File: config.mk
export PLATFORM = sky130hd
export DESIGN_NAME = exactWordBusSeq
export DESIGN_NICKNAME = d
export VERILOG_FILES = /design/src/rtl/seqPkg.sv /design/src/rtl/seqControl.sv /design/src/rtl/seqDatapath.sv /design/src/rtl/exactWordBusSeq.sv
export SDC_FILE = /design/constraint.sdc
export NUM_CORES = 1
export LEC_CHECK = 0
export BUFFER_PORTS_ARGS = -buffer_cell sky130_fd_sc_hd__buf_2
export CORE_MARGIN = 8
export CORE_UTILIZATION = 50
export CTS_BUF_LIST = sky130_fd_sc_hd__clkbuf_2
export CTS_CLUSTER_SIZE = 10
export DETAILED_ROUTE_END_ITERATION = 10
export PLACE_DENSITY = 0.76
export SETUP_SLACK_MARGIN = 0.3
export SLEW_MARGIN = 20
export SYNTH_ARGS = -nofsm -noshare
export SYNTH_HDL_FRONTEND = slang
export SYNTH_HIERARCHICAL = 1
export SYNTH_SLANG_ARGS = --single-unit
File: constraint.sdc
create_clock -name clk -period 3.59 [get_ports clk]
set_input_delay 0.718 -clock clk [delete_from_list [all_inputs] [get_ports clk]]
set_output_delay 0.718 -clock clk [all_outputs]
set_load 0.1 [all_outputs]
File: src/rtl/seqPkg.sv
package seqPkg;
  typedef enum logic [1:0] {
    ST_IDLE   = 2'd0,
    ST_FIRST  = 2'd1,
    ST_SECOND = 2'd2,
    ST_FINISH = 2'd3
  } seqState_e;

  // strobes from control to datapath
  typedef struct packed {
    logic load;       // capture a new request
    logic capFirst;   // first bus cycle acknowledged
    logic capSecond;  // second bus cycle acknowledged
    logic phase2;     // second bus cycle is being presented
  } seqStrobe_t;
endpackage

File: src/rtl/seqControl.sv
module seqControl
  import seqPkg::*;
(
  input  logic       clk,
  input  logic       rstN,
  input  logic       reqValid,
  input  logic [1:0] reqLen,
  input  logic       needTwo,
  input  logic       busAck,
  output seqStrobe_t strobe,
  output logic       busReq,
  output logic       done
);
  seqState_e stateQ, stateD;

  always_comb begin
    stateD = stateQ;
    strobe = '0;
    unique case (stateQ)
      ST_IDLE: begin
        if (reqValid && (reqLen != 2'd0)) begin
          strobe.load = 1'b1;
          stateD = ST_FIRST;
        end
      end
      ST_FIRST: begin
        if (busAck) begin
          strobe.capFirst = 1'b1;
          stateD = needTwo ? ST_SECOND : ST_FINISH;
        end
      end
      ST_SECOND: begin
        strobe.phase2 = 1'b1;
        if (busAck) begin
          strobe.capSecond = 1'b1;
          stateD = ST_FINISH;
        end
      end
      default: stateD = ST_IDLE;
    endcase
  end

  always_ff @(posedge clk) begin
    if (!rstN) stateQ <= ST_IDLE;
    else       stateQ <= stateD;
  end

  assign busReq = (stateQ == ST_FIRST) || (stateQ == ST_SECOND);
  assign done   = (stateQ == ST_FINISH);

  AST_HOLD_UNTIL_ACK: assert property (@(posedge clk) disable iff (!rstN)
    busReq && !busAck |=> busReq);
  AST_DONE_AFTER_ACK: assert property (@(posedge clk) disable iff (!rstN)
    $rose(done) |-> $past(busReq && busAck));
  AST_DONE_SINGLE: assert property (@(posedge clk) disable iff (!rstN)
    done |=> !done);
  AST_DONE_NO_REQ: assert property (@(posedge clk) disable iff (!rstN)
    done |-> !busReq);
  AST_ZERO_LEN_IDLE: assert property (@(posedge clk) disable iff (!rstN)
    !busReq && !done && reqValid && reqLen == 2'd0 |=> !busReq);
endmodule

File: src/rtl/seqDatapath.sv
module seqDatapath
  import seqPkg::*;
#(
  parameter int ADDR_W = 22,
  parameter int WORD_W = 16
) (
  input  logic                clk,
  input  logic                rstN,
  input  seqStrobe_t          strobe,
  input  logic [ADDR_W-1:0]   reqAddr,
  input  logic [1:0]          reqLen,
  input  logic                reqWrite,
  input  logic [3*WORD_W/2-1:0] reqData,
  input  logic [WORD_W-1:0]   busRdData,
  output logic                needTwo,
  output logic [ADDR_W-1:0]   busAddr,
  output logic                busWrite,
  output logic                busByte,
  output logic [WORD_W-1:0]   busWrData,
  output logic [2*WORD_W-1:0] rdResult
);
  localparam int BYTE_W = WORD_W / 2;
  localparam int DATA_W = 3 * BYTE_W;
  localparam int RES_W  = 2 * WORD_W;
  localparam int WORD_BYTES = WORD_W / BYTE_W;

  logic [ADDR_W-1:0] addrQ;
  logic [1:0]        lenQ;
  logic              wrQ;
  logic [DATA_W-1:0] dataQ;
  logic [WORD_W-1:0] firstWordQ;
  logic [RES_W-1:0]  resultQ;
  logic              oddAddr;

  assign oddAddr = addrQ[0];

  always_ff @(posedge clk) begin
    if (!rstN) begin
      addrQ      <= '0;
      lenQ       <= '0;
      wrQ        <= 1'b0;
      dataQ      <= '0;
      firstWordQ <= '0;
      resultQ    <= '0;
    end else begin
      if (strobe.load) begin
        addrQ <= reqAddr;
        lenQ  <= reqLen;
        wrQ   <= reqWrite;
        dataQ <= reqData;
      end
      if (strobe.capFirst && !wrQ) begin
        firstWordQ <= busRdData;
        if (!needTwo)
          resultQ <= addrQ[1] ? {busRdData, {WORD_W{1'b0}}}
                              : {{WORD_W{1'b0}}, busRdData};
      end
      if (strobe.capSecond && !wrQ)
        resultQ <= {busRdData, firstWordQ};
    end
  end

  // cycle count: reads span words by length plus address parity
  always_comb begin
    if (!wrQ) needTwo = ({1'b0, lenQ} + {2'b00, oddAddr}) > 3'd2;
    else      needTwo = (lenQ == 2'd3) || ((lenQ == 2'd2) && oddAddr);
  end

  always_comb begin
    busAddr   = addrQ;
    busByte   = 1'b0;
    busWrData = '0;
    if (!wrQ) begin
      if (strobe.phase2) busAddr = addrQ + ADDR_W'(WORD_BYTES);
    end else begin
      unique case (lenQ)
        2'd2: begin
          if (oddAddr) begin
            busByte = 1'b1;
            if (strobe.phase2) begin
              busAddr   = addrQ + ADDR_W'(1);
              busWrData = {{BYTE_W{1'b0}}, dataQ[2*BYTE_W-1:BYTE_W]};
            end else begin
              busWrData = {{BYTE_W{1'b0}}, dataQ[BYTE_W-1:0]};
            end
          end else begin
            busWrData = dataQ[WORD_W-1:0];
          end
        end
        2'd3: begin
          if (oddAddr) begin
            if (strobe.phase2) begin
              busAddr   = addrQ + ADDR_W'(1);
              busWrData = dataQ[DATA_W-1:BYTE_W];
            end else begin
              busByte   = 1'b1;
              busWrData = {{BYTE_W{1'b0}}, dataQ[BYTE_W-1:0]};
            end
          end else begin
            if (strobe.phase2) begin
              busAddr   = addrQ + ADDR_W'(WORD_BYTES);
              busByte   = 1'b1;
              busWrData = {{BYTE_W{1'b0}}, dataQ[DATA_W-1:2*BYTE_W]};
            end else begin
              busWrData = dataQ[WORD_W-1:0];
            end
          end
        end
        default: begin
          busByte   = 1'b1;
          busWrData = {{BYTE_W{1'b0}}, dataQ[BYTE_W-1:0]};
        end
      endcase
    end
  end

  assign busWrite = wrQ;
  assign rdResult = resultQ;

  AST_SECOND_NEEDED: assert property (@(posedge clk) disable iff (!rstN)
    strobe.capSecond |-> needTwo);
  AST_CYCLE_STABLE: assert property (@(posedge clk) disable iff (!rstN)
    strobe.phase2 && !strobe.capSecond |=> $stable(busAddr) && $stable(busWrData));
  AST_RESULT_HELD: assert property (@(posedge clk) disable iff (!rstN)
    !strobe.capFirst && !strobe.capSecond |=> $stable(rdResult));
endmodule

File: src/rtl/exactWordBusSeq.sv
module exactWordBusSeq
  import seqPkg::*;
#(
  parameter int ADDR_W = 22,
  parameter int WORD_W = 16
) (
  input  logic                   clk,
  input  logic                   rstN,
  input  logic                   reqValid,
  input  logic [ADDR_W-1:0]      reqAddr,
  input  logic [1:0]             reqLen,
  input  logic                   reqWrite,
  input  logic [3*WORD_W/2-1:0]  reqData,
  output logic                   busReq,
  output logic [ADDR_W-1:0]      busAddr,
  output logic                   busWrite,
  output logic                   busByte,
  output logic [WORD_W-1:0]      busWrData,
  input  logic                   busAck,
  input  logic [WORD_W-1:0]      busRdData,
  output logic                   done,
  output logic [2*WORD_W-1:0]    rdResult
);
  seqStrobe_t strobe;
  logic       needTwo;

  seqControl i_ctrl (
    .clk(clk), .rstN(rstN), .reqValid(reqValid), .reqLen(reqLen),
    .needTwo(needTwo), .busAck(busAck), .strobe(strobe),
    .busReq(busReq), .done(done)
  );

  seqDatapath #(.ADDR_W(ADDR_W), .WORD_W(WORD_W)) i_dpath (
    .clk(clk), .rstN(rstN), .strobe(strobe), .reqAddr(reqAddr),
    .reqLen(reqLen), .reqWrite(reqWrite), .reqData(reqData),
    .busRdData(busRdData), .needTwo(needTwo), .busAddr(busAddr),
    .busWrite(busWrite), .busByte(busByte), .busWrData(busWrData),
    .rdResult(rdResult)
  );

  AST_BYTE_ONLY_WRITE: assert property (@(posedge clk) disable iff (!rstN)
    busReq && !busWrite |-> !busByte);
endmodule

==> results of run 1 <==
[state kept, by name (all words and copies together), names as in the netlist]
register / count
i_dpath/dataQ: 24
i_dpath/busWrite: 1
i_dpath/firstWordQ: 16
i_dpath/lenQ: 2
i_dpath/addrQ: 22
i_ctrl/stateQ: 2
i_dpath/rdResult: 32
[cell type report]
type                            count  area, sq um
Multi-Input combinational cell    440         3350
Fill cell                         743         2890
Sequential cell                    99         2030
Timing Repair Buffer              169         1240
Tap cell                          133          166
Clock inverter                      7         61.3
Clock buffer                        9         45.0
Inverter                           11         41.3
[path summary, 6_finish.rpt]
path,startpoint,slack (ns),endpoint
worst max-delay path,i_ctrl/stateQ[0],0.18,busAddr[20]
worst min-delay path,reqAddr[21],0.37,i_dpath/addrQ[21]
worst max register to register,i_dpath/lenQ[0],1.12,i_dpath/rdResult[23]
worst min register to register,i_dpath/firstWordQ[0],0.48,i_dpath/firstWordQ[0]
[stage by stage]
stage	hold slack [ns]	setup WS, ns	instance area (sq um)	instances
after CTS	0.341	0.210	6690	856
after floorplan	0.440	0.118	5380	597
after detailed placement	0.454	0.382	6450	838
final	0.366	0.181	6930	868
after global placement	0.447	0.492	6450	838
after global routing	0.307	0.0132	6930	868
[power groups by stage]
stage          combinational [mW]  sequential (mW)  clock, mW
5_1_grt                      2.20             1.48      0.567
2_1_floorplan                1.22             1.79          0
4_1_cts                      2.04             1.44      0.521
3_5_place_dp                 2.00             1.45          0
6_report                     2.09             1.46      0.507
3_3_place_gp                 1.96             1.44          0
[layout by cell type, fill, tap and decap left out, types with 10 or more instances in the layout]
cell type  count
buf_2        117
dfxtp_1       80
nand2_1       56
mux2i_1       52
nor2b_1       51
nand3_1       37
a21oi_1       36
a21boi_0      33
o21ai_0       29
buf_4         26
buf_12        20
nor3b_1       17
nor2_2        11
inv_1         10
ha_1          10
dfxtp_2       10
a22oi_1       10
[routing by layer]
metal,vias up,share of wire [%]
met3,22,7.7
met5,-,0
met4,0,1.4
li1,2351,-
met1,2309,40
met2,172,51
[cell usage after synthesis, types with 2 or more instances]
cell type,count
nand3b_1,2
nor4_1,3
buf_1,3
dfxtp_1,99
a21oi_1,46
a211oi_1,3
ha_1,11
and3_1,2
nor2_1,19
nand3_1,41
nor3_1,4
a22oi_1,10
and2_1,3
nand2b_1,3
o22ai_1,10
a21boi_0,34
xor2_1,8
nor2b_1,51
xnor2_1,10
inv_1,11
o21ai_0,30
clkbuf_1,35
nand2_1,56
nand4_1,5
nor3b_1,19
buf_2,7
mux2i_1,52
or3_1,3
o21ai_1,2
[worst max-delay path: stages, from the launching register on]
cell      delay (ns)
dfxtp_2         0.39
inv_2           0.07
ha_4            0.17
nand4_1         0.16
a211oi_2        0.34
a21oi_4         0.09
or4_4           0.53
xnor2_4         0.17
buf_12          0.19
[repair_timing]
action	CTS	global route
setup endpoints to repair	37	17
pin swaps	3	10
gates resized for setup	34	45
buffers inserted	2	12
[cell families after synthesis]
logic type	share of synthesized area [%]
simple gates	22.3
compound gates	17.6
flops	39.1
buf+inv	4.57
mux	10.5
xor+xnor	3.11
fa+ha+maj	2.72
==> implementation parameters, run 1 <==
Parameter                              Value

Run status
  Status    complete, no violations

Drt
  Routed WL    15200 um
  Routed wire per std cell    17.6 um
  Initial detailed-routing violation count    316
  Number of vias in the routed layout    4854
  Via density    5.59
  Final routed DRC violation total    0
  Final ANT Viol Nets    0
  First-pass detailed-route iteration total    6

Setup path
  Category of the most critical setup path    flop to output pin
  Data arrival time of the worst path    2.69 ns
  Crit-path max FO    6
  Launching element type of the critical path    flop
  Endpoint class of the critical path    output pin
  Required time at the worst-slack endpoint    2.87 ns
  Worst r2r path cells    8

Synthesis
  Top flip-flop cell by instance count after synthesis    dfxtp_1
  Net count of the mapped netlist    677
  Cell area after synthesis    0.00506 sq mm
  Top cells by area in the synthesized netlist    dfxtp_1, mux2i_1, nor2b_1, a21boi_0, a21oi_1
  Portion of synthesized cell area occupied by the leading cell type    39.1%
  Post-Synthesis Mean Instance Area    8.48 sq um
  Largest area contributor in the synthesized netlist    dfxtp_1
  Proportion of synthesized chip area in sequential cells    39.1%
  Number of distinct library cells after synthesis    44
  Post-synth EDFFs    0
  Number of warnings issued by yosys    6
  Yosys reg bits    99
  Async set-or-reset flop fraction in the synthesized netlist    0%
  Post-synthesis cell count    approximately 600

Global route
  Maximum number of pins on one net before global-route repair    50
  Met2 track utilization from global routing    between 30% and 40%
  Remaining global-route overflow    0
  Global routing usage on met1    around a quarter
  Number of global-route vias before repair    4856
  Number of antenna violations at the first check in global routing    0
  Met3 demand-to-capacity share in global routing    4.60%
  Busiest layer in global routing    met2
  GRT Resource Usage Total    approximately 22%
  Global-route wire length before repair    23600 um

Floorplanning
  Initial core utilization    around half
  Number of top-level pins    143
  Site row count    36
  Area of the die    0.0136 sq mm
  Chip Height    117 um
  Core region area    between 0.009 and 0.01 sq mm
  Floorplan die width    117 um

Layout
  Number of antenna repair diodes    0
  Net total in the final layout    810
  Share of final-layout standard cells stronger than drive strength 1    37.0%
  Core utilization of the finished layout    70.6%
  Area overhead of the layout relative to synthesis    36.9%

Power
  Design internal power    1.99 mW
  Combinational cell fraction of total power    between 50% and 60%
  Net Sw Power    2.07 mW
  Proportion of power drawn by the clock network    12.5%
  Power density relative to cell area    584 mW/mm^2
  Switching share of total power    51.0%
  Worst voltage drop across the vdd grid    roughly 0.41 mV
  Static Leak    2.76 nW
  Share of total power in sequential cells    between 30 and 40%
  Overall power consumption    4.05 mW

STA
  Unrepaired setup endpoints after global routing    yes
  Final number of hold-violating endpoints    0
  Share of the clock period used by the worst path after layout    a little over nine tenths
  Maximum frequency from static timing analysis    approximately 0.3 GHz
  Shortest clock period the worst path allows after layout    3.41 ns
  Count of endpoints failing setup in the final report    0
  Max Transition Viols Final    0
  Relative slew margins    54.0%
  Measured slew at the worst slew-check pin    0.690 ns
  Worst clock skew    between 0.02 and 0.03 ns
  Setup TNS Final    0 ns

Clock tree
  CTS tree    yes
  Maximum number of buffers from clock root to sink    2
  Library cell used as clock root buffer    clkbuf_2
  Num Clock Sinks    99
  Cts bufs inserted    9
  Cts-stage hold buffer count    0
  Clock latency on the worst-skew pair    0.57 ns
  Depth of the CTS H-tree    3
  Clock input transition at the sequential cells of the worst setup and hold paths    0.29 ns

Worst hold path
  Worst Hold Class    input pin to flop
  Worst hold stages    3

Place
  GPL Wtd Cong    0.902
  Total of buffers placed on input and output ports    142
  Detailed Place HPWL    between 10000 and 15000 um

Job
  Max capacitance violation total    0
Note: power is estimated with default switching activity, not from simulation.
==> inputs of run 2 (changes only) <==
--- a/config.mk
+++ b/config.mk
@@ -5,13 +5,14 @@
 export SDC_FILE = /design/constraint.sdc
 export NUM_CORES = 1
 export LEC_CHECK = 0
+export ABC_AREA = 1
 export BUFFER_PORTS_ARGS = -buffer_cell sky130_fd_sc_hd__buf_2
 export CORE_MARGIN = 8
 export CORE_UTILIZATION = 50
 export CTS_BUF_LIST = sky130_fd_sc_hd__clkbuf_2
 export CTS_CLUSTER_SIZE = 10
 export DETAILED_ROUTE_END_ITERATION = 10
-export PLACE_DENSITY = 0.76
+export PLACE_DENSITY = 0.75
 export SETUP_SLACK_MARGIN = 0.3
 export SLEW_MARGIN = 20
 export SYNTH_ARGS = -nofsm -noshare
==> run 2 against run 1 <==
  * Clock skew is 0.0050 ns higher
  * Cell area up 12%
  * Count of clock-buffer cells in the layout stayed put
  * Critical endpoint is now busAddr[6]
  * Largest power group unchanged
==> implementation parameters, run 2 <==
Parameter                              Value

Run status
  Status    complete, no violations

Synthesis
  Top flip-flop cell by instance count after synthesis    dfxtp_1
  Proportion of synthesized chip area in sequential cells    approximately 34%
  Post-Synthesis Mean Instance Area    6.55 sq um
  Most repeated cell in the gate-level netlist after synthesis    nand2_1
  Number of warnings issued by yosys    6
  Cell area after synthesis    0.00582 sq mm
  Post-synth EDFFs    0
  Commonest cells in the netlist    nand2_1, nor2_1, o21ai_0
  Post-synthesis cell count    888
  Portion of synthesized cell area occupied by the leading cell type    approximately a third
  Largest area contributor in the synthesized netlist    dfxtp_1
  Top cells by area in the synthesized netlist    dfxtp_1, nand2_1, o21ai_0, nor2_1, a21oi_1
  Net count of the mapped netlist    between 900 and 1k
  Async set-or-reset flop fraction in the synthesized netlist    0%
  Yosys reg bits    99
  Number of distinct library cells after synthesis    41

Drt
  Routed WL    around 20000 um
  Routed wire per std cell    ~17 um
  Number of vias in the routed layout    6680
  Final routed DRC violation total    0
  Via density    5.65
  Final ANT Viol Nets    0
  Initial detailed-routing violation count    approximately 660
  First-pass detailed-route iteration total    5

Power
  Proportion of power drawn by the clock network    9.7%
  Static Leak    3.44 nW
  Combinational cell fraction of total power    62.9%
  Design internal power    2.48 mW
  Switching share of total power    ~58%
  Power density relative to cell area    around 770 mW/mm^2
  Worst voltage drop across the vdd grid    0.554 mV
  Share of total power in sequential cells    27.5%
  Net Sw Power    3.45 mW

STA
  Worst clock skew    0.0306 ns
  Share of the clock period used by the worst path after layout    93.0%
  Unrepaired setup endpoints after global routing    yes
  Max Transition Viols Final    0
  Count of endpoints failing setup in the final report    0
  Relative slew margins    64.5%
  Final critical-path setup slack    0.250 ns
  Shortest clock period the worst path allows after layout    3.34 ns
  Setup TNS Final    0 ns
  Maximum frequency from static timing analysis    0.299 GHz
  Final number of hold-violating endpoints    0
  Measured slew at the worst slew-check pin    0.531 ns

Clock tree
  Depth of the CTS H-tree    3
  CTS tree    yes
  Cts bufs inserted    9
  Clock latency on the worst-skew pair    0.63 ns
  Maximum number of buffers from clock root to sink    2
  Clock input transition at the sequential cells of the worst setup and hold paths    about 0.33 ns
  Library cell used as clock root buffer    clkbuf_2
  Num Clock Sinks    99

Setup path
  Data arrival time of the worst path    2.62 ns
  Category of cells accounting for the largest share of critical-path delay    flip-flops
  Endpoint class of the critical path    output pin
  Required time at the worst-slack endpoint    2.87 ns
  Category of the most critical setup path    flop to output pin
  Worst path cell trace    ha_4, nand2_4, nor2_8, nand2_4, xor2_1, o21ai_1, nand2_1, a22oi_2, buf_12
  Launching element type of the critical path    flop
  Crit-path max FO    6
  Most used cell along the critical path    nand2_4
  Combined buffer and inverter count along the critical path    1
  Slowest cell on the critical path    dfxtp_4
  Critical path's largest stage delay    0.46 ns

Job
  Max capacitance violation total    0

Floorplanning
  Initial core utilization    about half
  Site row count    39
  Area of the die    0.0153 sq mm
  Core region area    0.0114 sq mm
  Number of top-level pins    143
  Chip Height    124 um
  Floorplan die width    124 um

Place
  Total of buffers placed on input and output ports    142
  Detailed Place HPWL    13300 um
  Placed inst area    0.00706 sq mm
  Worst slack after detailed placement    around 0.63 ns
  GPL Wtd Cong    about 0.98
  Number of instances in the placed design    1137

Layout
  Fill cell instance count of the final layout    1001
  Area overhead of the layout relative to synthesis    33.0%
  Most common cell after layout, fill and taps aside    nand2_1
  Area of all placed cells without fillers    0.00773 sq mm
  Flip-flop count of the largest register, all copies and words added    32
  Non-filler cells in the finished layout    1182
  Highest-count cells in the layout ignoring fill and taps    nand2_1, nor2_1, buf_2
  Net total in the final layout    between 1k and 1.5k
  Share of final-layout standard cells stronger than drive strength 1    a little under a third
  Core utilization of the finished layout    68.0%

Global route
  Maximum number of pins on one net before global-route repair    55
  GRT Resource Usage Total    24.8%
  Remaining global-route overflow    0
  Number of global-route vias before repair    6130
  Global-route wire length before repair    30600 um
  Number of antenna violations at the first check in global routing    4

Worst hold path
  Worst Hold Class    input pin to flop
run 2: layer usage:
metal	share of wire, %	track usage, %	vias to the layer above
met1	42	32.5	3026
met2	45	38.6	358
li1	-	-	3235
met5	0.10	0	-
met3	10	6.84	57
met4	2.7	8.05	4
run 2: metrics by stage:
step / hold slack (ns) / total power, mW
finish: 0.272 / 5.94
global route: 0.204 / 6.24
CTS: 0.242 / 5.75
detailed placement: 0.470 / 5.10
global placement: 0.463 / 5.08
floorplan: 0.455 / 4.27
run 2: cell type report:
cell class	count	area, sq um	area share (%)
Multi-Input combinational cell	668	3600	46.5
Sequential cell	99	2030	26.2
Timing Repair Buffer	182	1520	19.6
Inverter	72	283	3.66
Tap cell	143	179	2.31
Clock inverter	7	80.1	1.04
Clock buffer	9	45.0	0.583
Antenna cell	2	5.00	0.0647
run 2: path summary, 6_finish.rpt:
kind / from / end / slack, ns / cells after the start
setup / recovery: i_ctrl/stateQ[1] / busAddr[6] / 0.25 / 9
hold / removal: reqData[1] / i_dpath/dataQ[1] / 0.27 / 3
setup reg to reg: i_dpath/addrQ[0] / i_dpath/rdResult[0] / 0.91 / 12
hold reg to reg: i_dpath/rdResult[13] / i_dpath/rdResult[13] / 0.50 / 2
run 2: worst min-delay path, stage by stage:
cell	delay, ns
buf_2	0.07
nor2_1	0.03
nor2_1	0.08
run 2: power groups by stage:
stage | combinational [mW] | clock [mW] | sequential, mW
floorplan | 2.06 | 0 | 2.21
global placement | 3.46 | 0 | 1.62
detailed placement | 3.48 | 0 | 1.62
global route | 3.95 | 0.629 | 1.66
CTS | 3.56 | 0.584 | 1.60
finish | 3.73 | 0.574 | 1.63
run 2: cell families after synthesis:
| family | count (synthesis) | synth area share (%) |
|---|---|---|
| xor gates and xnor gates | 10 | 1.51 |
| and+or+nand+nor | 393 | 29.7 |
| buffers and inverters | 121 | 8.67 |
| adders and majority gates | 11 | 2.37 |
| AOI/OAI and AO/OA | 254 | 23.6 |
| DFF | 99 | 34.1 |
run 2: timing repair:
action | in CTS | in global routing
gates resized for setup | 24 | 82
pin swaps | 1 | 23
endpoints found under the setup margin | 38 | 37
buffers inserted | 8 | 19
hold buffers | 0 | 0
